$ cat src/rtl/crc4_serial_unit.sv
module crc4_serial_unit #(
  parameter int MSG_BITS = 8,
  parameter int POLY_W = 4,
  parameter logic [POLY_W-1:0] POLY_LOW = 4'b0011
) (
  input  logic              clk,
  input  logic              rst_n,
  input  logic              start_i,
  input  logic              mode_chk_i,
  input  logic              bit_i,
  input  logic              bit_vld_i,
  output logic [POLY_W-1:0] crc_o,
  output logic              done_o,
  output logic              err_o
);
  localparam int BLK_BITS = MSG_BITS + POLY_W;
  localparam int CNT_W = $clog2(BLK_BITS + 1);
  localparam logic [CNT_W-1:0] GEN_LAST = CNT_W'(MSG_BITS - 1);
  localparam logic [CNT_W-1:0] CHK_LAST = CNT_W'(BLK_BITS - 1);

  logic [POLY_W-1:0] rem_q, rem_next, gen_next, chk_next;
  logic [CNT_W-1:0]  cnt_q;
  logic              busy_q, chk_q, done_q, err_q;

  wire take     = busy_q & bit_vld_i & ~start_i;
  wire last_bit = cnt_q == (chk_q ? CHK_LAST : GEN_LAST);
  wire fb_gen   = rem_q[POLY_W-1] ^ bit_i;

  assign gen_next = {rem_q[POLY_W-2:0], 1'b0} ^ ({POLY_W{fb_gen}} & POLY_LOW);
  assign chk_next = {rem_q[POLY_W-2:0], bit_i} ^ ({POLY_W{rem_q[POLY_W-1]}} & POLY_LOW);
  assign rem_next = chk_q ? chk_next : gen_next;

  always_ff @(posedge clk or negedge rst_n) begin
    if (!rst_n) begin
      rem_q  <= '0;
      cnt_q  <= '0;
      busy_q <= 1'b0;
      chk_q  <= 1'b0;
      done_q <= 1'b0;
      err_q  <= 1'b0;
    end else if (start_i) begin
      rem_q  <= '0;
      cnt_q  <= '0;
      busy_q <= 1'b1;
      chk_q  <= mode_chk_i;
      done_q <= 1'b0;
      err_q  <= 1'b0;
    end else begin
      done_q <= 1'b0;
      if (take) begin
        rem_q <= rem_next;
        cnt_q <= cnt_q + 1'b1;
        if (last_bit) begin
          busy_q <= 1'b0;
          done_q <= 1'b1;
          err_q  <= chk_q & (|rem_next);
        end
      end
    end
  end

  assign crc_o  = rem_q;
  assign done_o = done_q;
  assign err_o  = err_q;
endmodule

$ cat config.mk
export PLATFORM = sky130hd
export DESIGN_NAME = crc4_serial_unit
export DESIGN_NICKNAME = d
export VERILOG_FILES = /design/src/rtl/crc4_serial_unit.sv
export SDC_FILE = /design/constraint.sdc
export NUM_CORES = 1
export LEC_CHECK = 0
export BUFFER_PORTS_ARGS = -buffer_cell sky130_fd_sc_hd__buf_4
export CORE_ASPECT_RATIO = 1.25
export CORE_UTILIZATION = 25
export CTS_CLUSTER_DIAMETER = 150
export DETAILED_ROUTE_END_ITERATION = 16
export PLACE_DENSITY = 0.53
export REMOVE_ABC_BUFFERS = 1
export SYNTH_ARGS = -nofsm -noshare
export SYNTH_HDL_FRONTEND = slang
export SYNTH_SLANG_ARGS = --single-unit
$ cat constraint.sdc
create_clock -name clk -period 1.8 [get_ports clk]
set_input_delay 0.09 -clock clk [delete_from_list [all_inputs] [get_ports clk]]
set_output_delay 0.09 -clock clk [all_outputs]
set_load 0.05 [all_outputs]
* Word-level counts from Yosys, hierarchy flattened
Index checks and enable logic that the tools add are counted.
** Storage, ports and cells
- Bits in registers :: 12
- Logic and storage cells :: 34
- Output and inout bits :: 6
- Input port bits :: 6
** Operators by class
- Equality and inequality tests :: 1
- Add/sub/neg operators :: 1
- Reductions and logical operators :: 4
- Muxes and demuxes :: 15
- Bitwise logic cells :: 7
** Operators by type and width (count)
- 4-bit two-way mux :: 6
- 1-bit two-way mux :: 9
- 4-bit by 2-bit XOR with 4-bit output :: 2
- 4-bit by 1-bit adder with 4-bit output (second input constant) :: 1
- 4-bit equality test :: 1
- 2-bit nonzero test :: 2
- 4-bit OR reduction :: 1
- 1-bit AND :: 3
- 2-bit AND reduction :: 1
- 1-bit NOT :: 1
- 1-bit XOR :: 1

* Depth between registers and ports, before layout
- Word-level depth :: 8
- Gate-level depth with buffers :: 5

* Worst setup path before layout
No wires, ideal clock.
- Path type :: register to register
- Start :: reg rem_q[3] (netlist: crc_o[3])
- End :: reg err_q (netlist: err_o)
- Setup slack :: 0.351 ns
- Stages on the path, launching flop included :: 4
- Period minus slack after synthesis :: 1.449 ns
- Buffers on the path :: 0
- Arrival :: 1.323 ns
- Cell sequence :: dfrtp_1 > or3_1 > a211oi_1 > o41ai_1
** On the way
- Cells in the longest elaborated chain, start to end :: 8
- Elaborated cells between the ends (all ways) :: 9
** Ends and longest elaborated chain
- start: declaration :: line 21 : logic [POLY_W-1:0] rem_q, rem_next, gen_next, chk_next;
- start signal: assignment :: line 51 : rem_q <= rem_next;
- 1-bit XOR :: line 27 : wire fb_gen = rem_q[POLY_W-1] ^ bit_i;
- 4-bit by 2-bit XOR with 4-bit output :: line 29 : assign gen_next = {rem_q[POLY_W-2:0], 1'b0} ^ ({POLY_W{fb_gen}} & POLY_LOW);
- 4-bit two-way mux * :: line 31 : assign rem_next = chk_q ? chk_next : gen_next;
- 4-bit OR reduction * :: line 56 : err_q <= chk_q & (|rem_next);
- 1-bit AND * :: line 56
- 1-bit two-way mux * :: line 53 : if (last_bit) begin
- 1-bit two-way mux * :: line 50 : if (take) begin
- 1-bit two-way mux * :: line 41 : end else if (start_i) begin
- end signal: assignment :: line 56
- end: declaration :: line 23 : logic busy_q, chk_q, done_q, err_q;
Mark *: on every way between the ends. The rest lies on a longest branch, timed or not. The select of a mux whose other input is x is not followed.
A chain may end at the register's enable or synchronous reset.

* Worst setup path after layout
- Start :: reg chk_q
- End :: reg busy_q
** On the way
- Cells in the longest elaborated chain, start to end :: 4
** Ends and longest elaborated chain
- start: declaration :: line 23
- start signal: assignment :: line 45 : chk_q <= mode_chk_i;
- 4-bit two-way mux :: line 26 : wire last_bit = cnt_q == (chk_q ? CHK_LAST : GEN_LAST);
- 4-bit equality test :: line 26
- 2-bit nonzero test (no line)
- 2-bit AND reduction (no line)
- end signal: assignment :: line 37 : busy_q <= 1'b0;
- end signal: assignment :: line 44 : busy_q <= 1'b1;
- end signal: assignment :: line 54 : busy_q <= 1'b0;
- end: declaration :: line 23
Every way passes these cells.

==> flow_summary.toml <==
[pwr]
seqPwrFrac_pct = 49.8
switching_fraction_pct = 25.6
combPwrFrac_pct = 13.8
static-leakage-power_nw = 0.315
peakVddDrop_uv = 352
p_int_uw = 438
power_frac_clock_pct = 36.3
power_density_nw_per_um2 = 805
net-switching-power_uw = 150

[global_route]
global_route_wire_length_before_repair_mm = 1.91
grt_antenna_before_repair = 0
global_route_total_overflow = 0
grtUsageTotal_pct = 10.7
largest_net_degree_at_the_start_of_global_routing = 14
grt_pass1_vias = 405

[die]
fp.dieW_um = 44.8
start_util_pct = 26.2
core_region_area_um2 = 2190
floorplan.io_pins = 12
floorplan.rows = 19
die_area_um2 = 2490
die_y_um = 55.5

[synthesis]
synth.avg_cell_area_um2 = 10.1
area_share_of_fa_ha_maj_cells_after_synthesis_pct = 2.18
synth_top_cells_by_area = "sky130_fd_sc_hd__dfrtp_1, sky130_fd_sc_hd__nand2_1, sky130_fd_sc_hd__xnor2_1"
postSynthRegisterBits = 12
proportion_of_synthesized_area_in_mux_cells_pct = 1.97
netlist_instances = 57
ys_seq_area_share_pct = 52.4
netlist_area_um2 = 573
compound_gate_portion_of_the_synthesized_area_pct = 11.8
synth_top_area_cell = "sky130_fd_sc_hd__dfrtp_1"
yosys.cell_types.count = 21
synth_largest_type_area_fraction_pct = 52.4
synth_warnings = 0
xor_and_xnor_area_share_after_synthesis_pct = 9.17
synth_simple_gate_area_share_pct = 20.1
synth_top_family_by_area = "simple AND/OR/NAND/NOR gates"

[worst_setup_path]
critical_path.top_delay_family = "compound AO/OA/AOI/OAI gates"
path_buf_inv = 0
worstSetupPathType = "reg -> reg"
max_incr_delay_on_cp_ns = 0.42
setup.worst_path.start_class = "register"
timing.critical_path.arrival_ns = 1.59
timing.critical_path.cells = "or3b_1 > a211o_1 > a21o_1"
critical_path_required_ns = 1.97
timing.critical_path.slowest_stage_cell = "sky130_fd_sc_hd__dfrtp_1"
setup.worst_path.end_class = "register"
timing.critical_path.fanout_max = 6

[layout]
syn_to_final_growth_pct = 27.5
number_of_nets_at_the_end_of_the_flow = 79
post_route_cells_drive_above_1_share_pct = 22.5
antenna_cells_inserted = 0

[placement]
setup_slack_after_placement_ns = 0.384
last_weighted_congestion_value_of_the_routability_driven_placer = 0.771
detailedPlacementHpwl_um = 788
portBuffers = 11

[job]
cap_violations = 0

[clock_tree]
cts_tree = "built"
cts.repair_timing.setup_buffer_count = 0
clock-root-buffer = "sky130_fd_sc_hd__clkbuf_4"
buffers_from_clock_root_to_sink_at_most = 2
cts-buffers-inserted = 3
cts.sink_count = 12
htree_num_levels = 1
clock_latency_ns = 0.27
worst_setup_hold_path_clk_slew_ns = 0.07

[sta]
post-route-period-util_pct = 79.1
finalCriticalPeriod_ns = 1.42
final.setup.worst_slack_ns = 0.377
fmax_ghz = 0.703
report.final.hold_viol_count = 0
finalSetupViolCount = 0
skew_ns = 0.000651
fin_tns_setup_ns = 0
rsz_0062_raised_after_global_routing = "false"
worst_slew_margin_rel_pct = 78.1
slew_violations = 0
max_slew.worst_pin.slew_ns = 0.328

[route]
number_of_remaining_drc_errors = 0
detail-route-antenna-nets = 0
vias = 450
drt_first_iter_violations = 3
routed_wl_mm = 1.11
route.detailed.vias_per_inst = 4.41
route.detailed.wl_per_inst_um = 10.9
first_pass_iters = 2

[run_status]
result_of_the_run = "finished clean"

[min_path]
hold_class = "in -> reg"
==> layout make-up <==
type / instances / area (µm²)
clock buffers: 4 / 36.3
fillers: 238 / 1460
inverters: 1 / 3.75
multi-input cells: 42 / 259
flip-flops and latches: 12 / 300
well taps: 31 / 38.8
repair buffers: 12 / 92.6
==> worst register-to-register path, cell delays in order (launching register included) <==
cell	delay, ns
sky130_fd_sc_hd__dfrtp_1	0.42
sky130_fd_sc_hd__or3b_1	0.38
sky130_fd_sc_hd__a211o_1	0.33
sky130_fd_sc_hd__a21o_1	0.18
==> cell usage in the layout (no fill, tap or decap), types with 2 or more instances in the layout <==
cell | Yosys | routed
sky130_fd_sc_hd__nand3b_1 | 2 | 2
sky130_fd_sc_hd__a211oi_1 | 2 | 2
sky130_fd_sc_hd__xor2_1 | 2 | 2
sky130_fd_sc_hd__nor2_1 | 6 | 6
sky130_fd_sc_hd__buf_4 | 0 | 11
sky130_fd_sc_hd__xnor2_1 | 4 | 4
sky130_fd_sc_hd__and2_1 | 2 | 2
sky130_fd_sc_hd__dfrtp_1 | 12 | 12
sky130_fd_sc_hd__a21oi_1 | 4 | 4
sky130_fd_sc_hd__nand2_1 | 10 | 10
sky130_fd_sc_hd__clkbuf_4 | 0 | 3
==> final timing paths <==
| kind | to | depth (start not counted) | slack, ns | startpoint |
|---|---|---|---|---|
| setup / recovery | busy_q | 3 | 0.38 | chk_q |
| hold / removal | chk_q | 2 | 0.05 | mode_chk_i |
| setup reg to reg | busy_q | 3 | 0.38 | chk_q |
| hold reg to reg | busy_q | 1 | 0.52 | busy_q |
| max in group asynchronous | cnt_q[0] | 2 | 1.45 | rst_n |
| min in group asynchronous | crc_o[0] | 2 | 0.19 | rst_n |
==> through the flow <==
step                hold slack, ns  std cells  area, µm²  utilization, %  power [mW]
finish                      0.0452        102        731            33.4       0.588
detailed placement         -0.0592         97        684            31.3       0.379
CTS                         0.0379        102        731            33.4       0.600
global route                0.0409        102        731            33.4       0.620
floorplan                   -0.206         55        563               -       0.345
global placement           -0.0613         97        684            31.3       0.379
==> state kept, by name (all words and copies together), names as in the netlist <==
register  flops
chk_q         1
crc_o         4
cnt_q         4
done_o        1
err_o         1
busy_q        1
==> routing by layer <==
metal	track usage (%)	part of all wire [%]	up-vias
met3	1.96	3.1	5
met1	14.3	50	212
li1	-	-	221
met4	7.79	3.6	0
met5	0	0	-
met2	15.1	44	12
==> cells by family after synthesis <==
logic type | after synthesis
AOI/OAI and AO/OA | 10
buffers and inverters | 3
xor gates and xnor gates | 6
DFF | 12
and+or+nand+nor | 24
muxes | 1
adders and majority gates | 1
==> power groups by stage <==
| stage | Clock [mW] | Sequential [mW] | Combinational [mW] |
|---|---|---|---|
| floorplan | 0 | 0.312 | 0.0331 |
| global placement | 0 | 0.298 | 0.0802 |
| detailed placement | 0 | 0.299 | 0.0803 |
| CTS | 0.225 | 0.293 | 0.0822 |
| global route | 0.233 | 0.295 | 0.0915 |
| finish | 0.214 | 0.293 | 0.0812 |
==> synthesized netlist by cell type <==
library cell	number
sky130_fd_sc_hd__o41ai_1	1
sky130_fd_sc_hd__and2_1	2
sky130_fd_sc_hd__xor2_1	2
sky130_fd_sc_hd__nand3b_1	2
sky130_fd_sc_hd__dfrtp_1	12
sky130_fd_sc_hd__or3b_1	1
sky130_fd_sc_hd__nor2b_1	1
sky130_fd_sc_hd__nor2_1	6
sky130_fd_sc_hd__xnor2_1	4
sky130_fd_sc_hd__or3_1	1
sky130_fd_sc_hd__o211ai_1	1
sky130_fd_sc_hd__a211o_1	1
sky130_fd_sc_hd__a211oi_1	2
sky130_fd_sc_hd__buf_2	2
sky130_fd_sc_hd__nand2_1	10
sky130_fd_sc_hd__inv_1	1
sky130_fd_sc_hd__nand4_1	1
sky130_fd_sc_hd__mux2_2	1
sky130_fd_sc_hd__ha_1	1
sky130_fd_sc_hd__a21oi_1	4
sky130_fd_sc_hd__a21o_1	1
==> timing repair <==
action	CTS	global route
gates resized for setup	0	0
setup endpoints to repair	0	0
hold endpoints to repair	12	0
hold buffers	1	0
(Power assumes the default switching activity.)
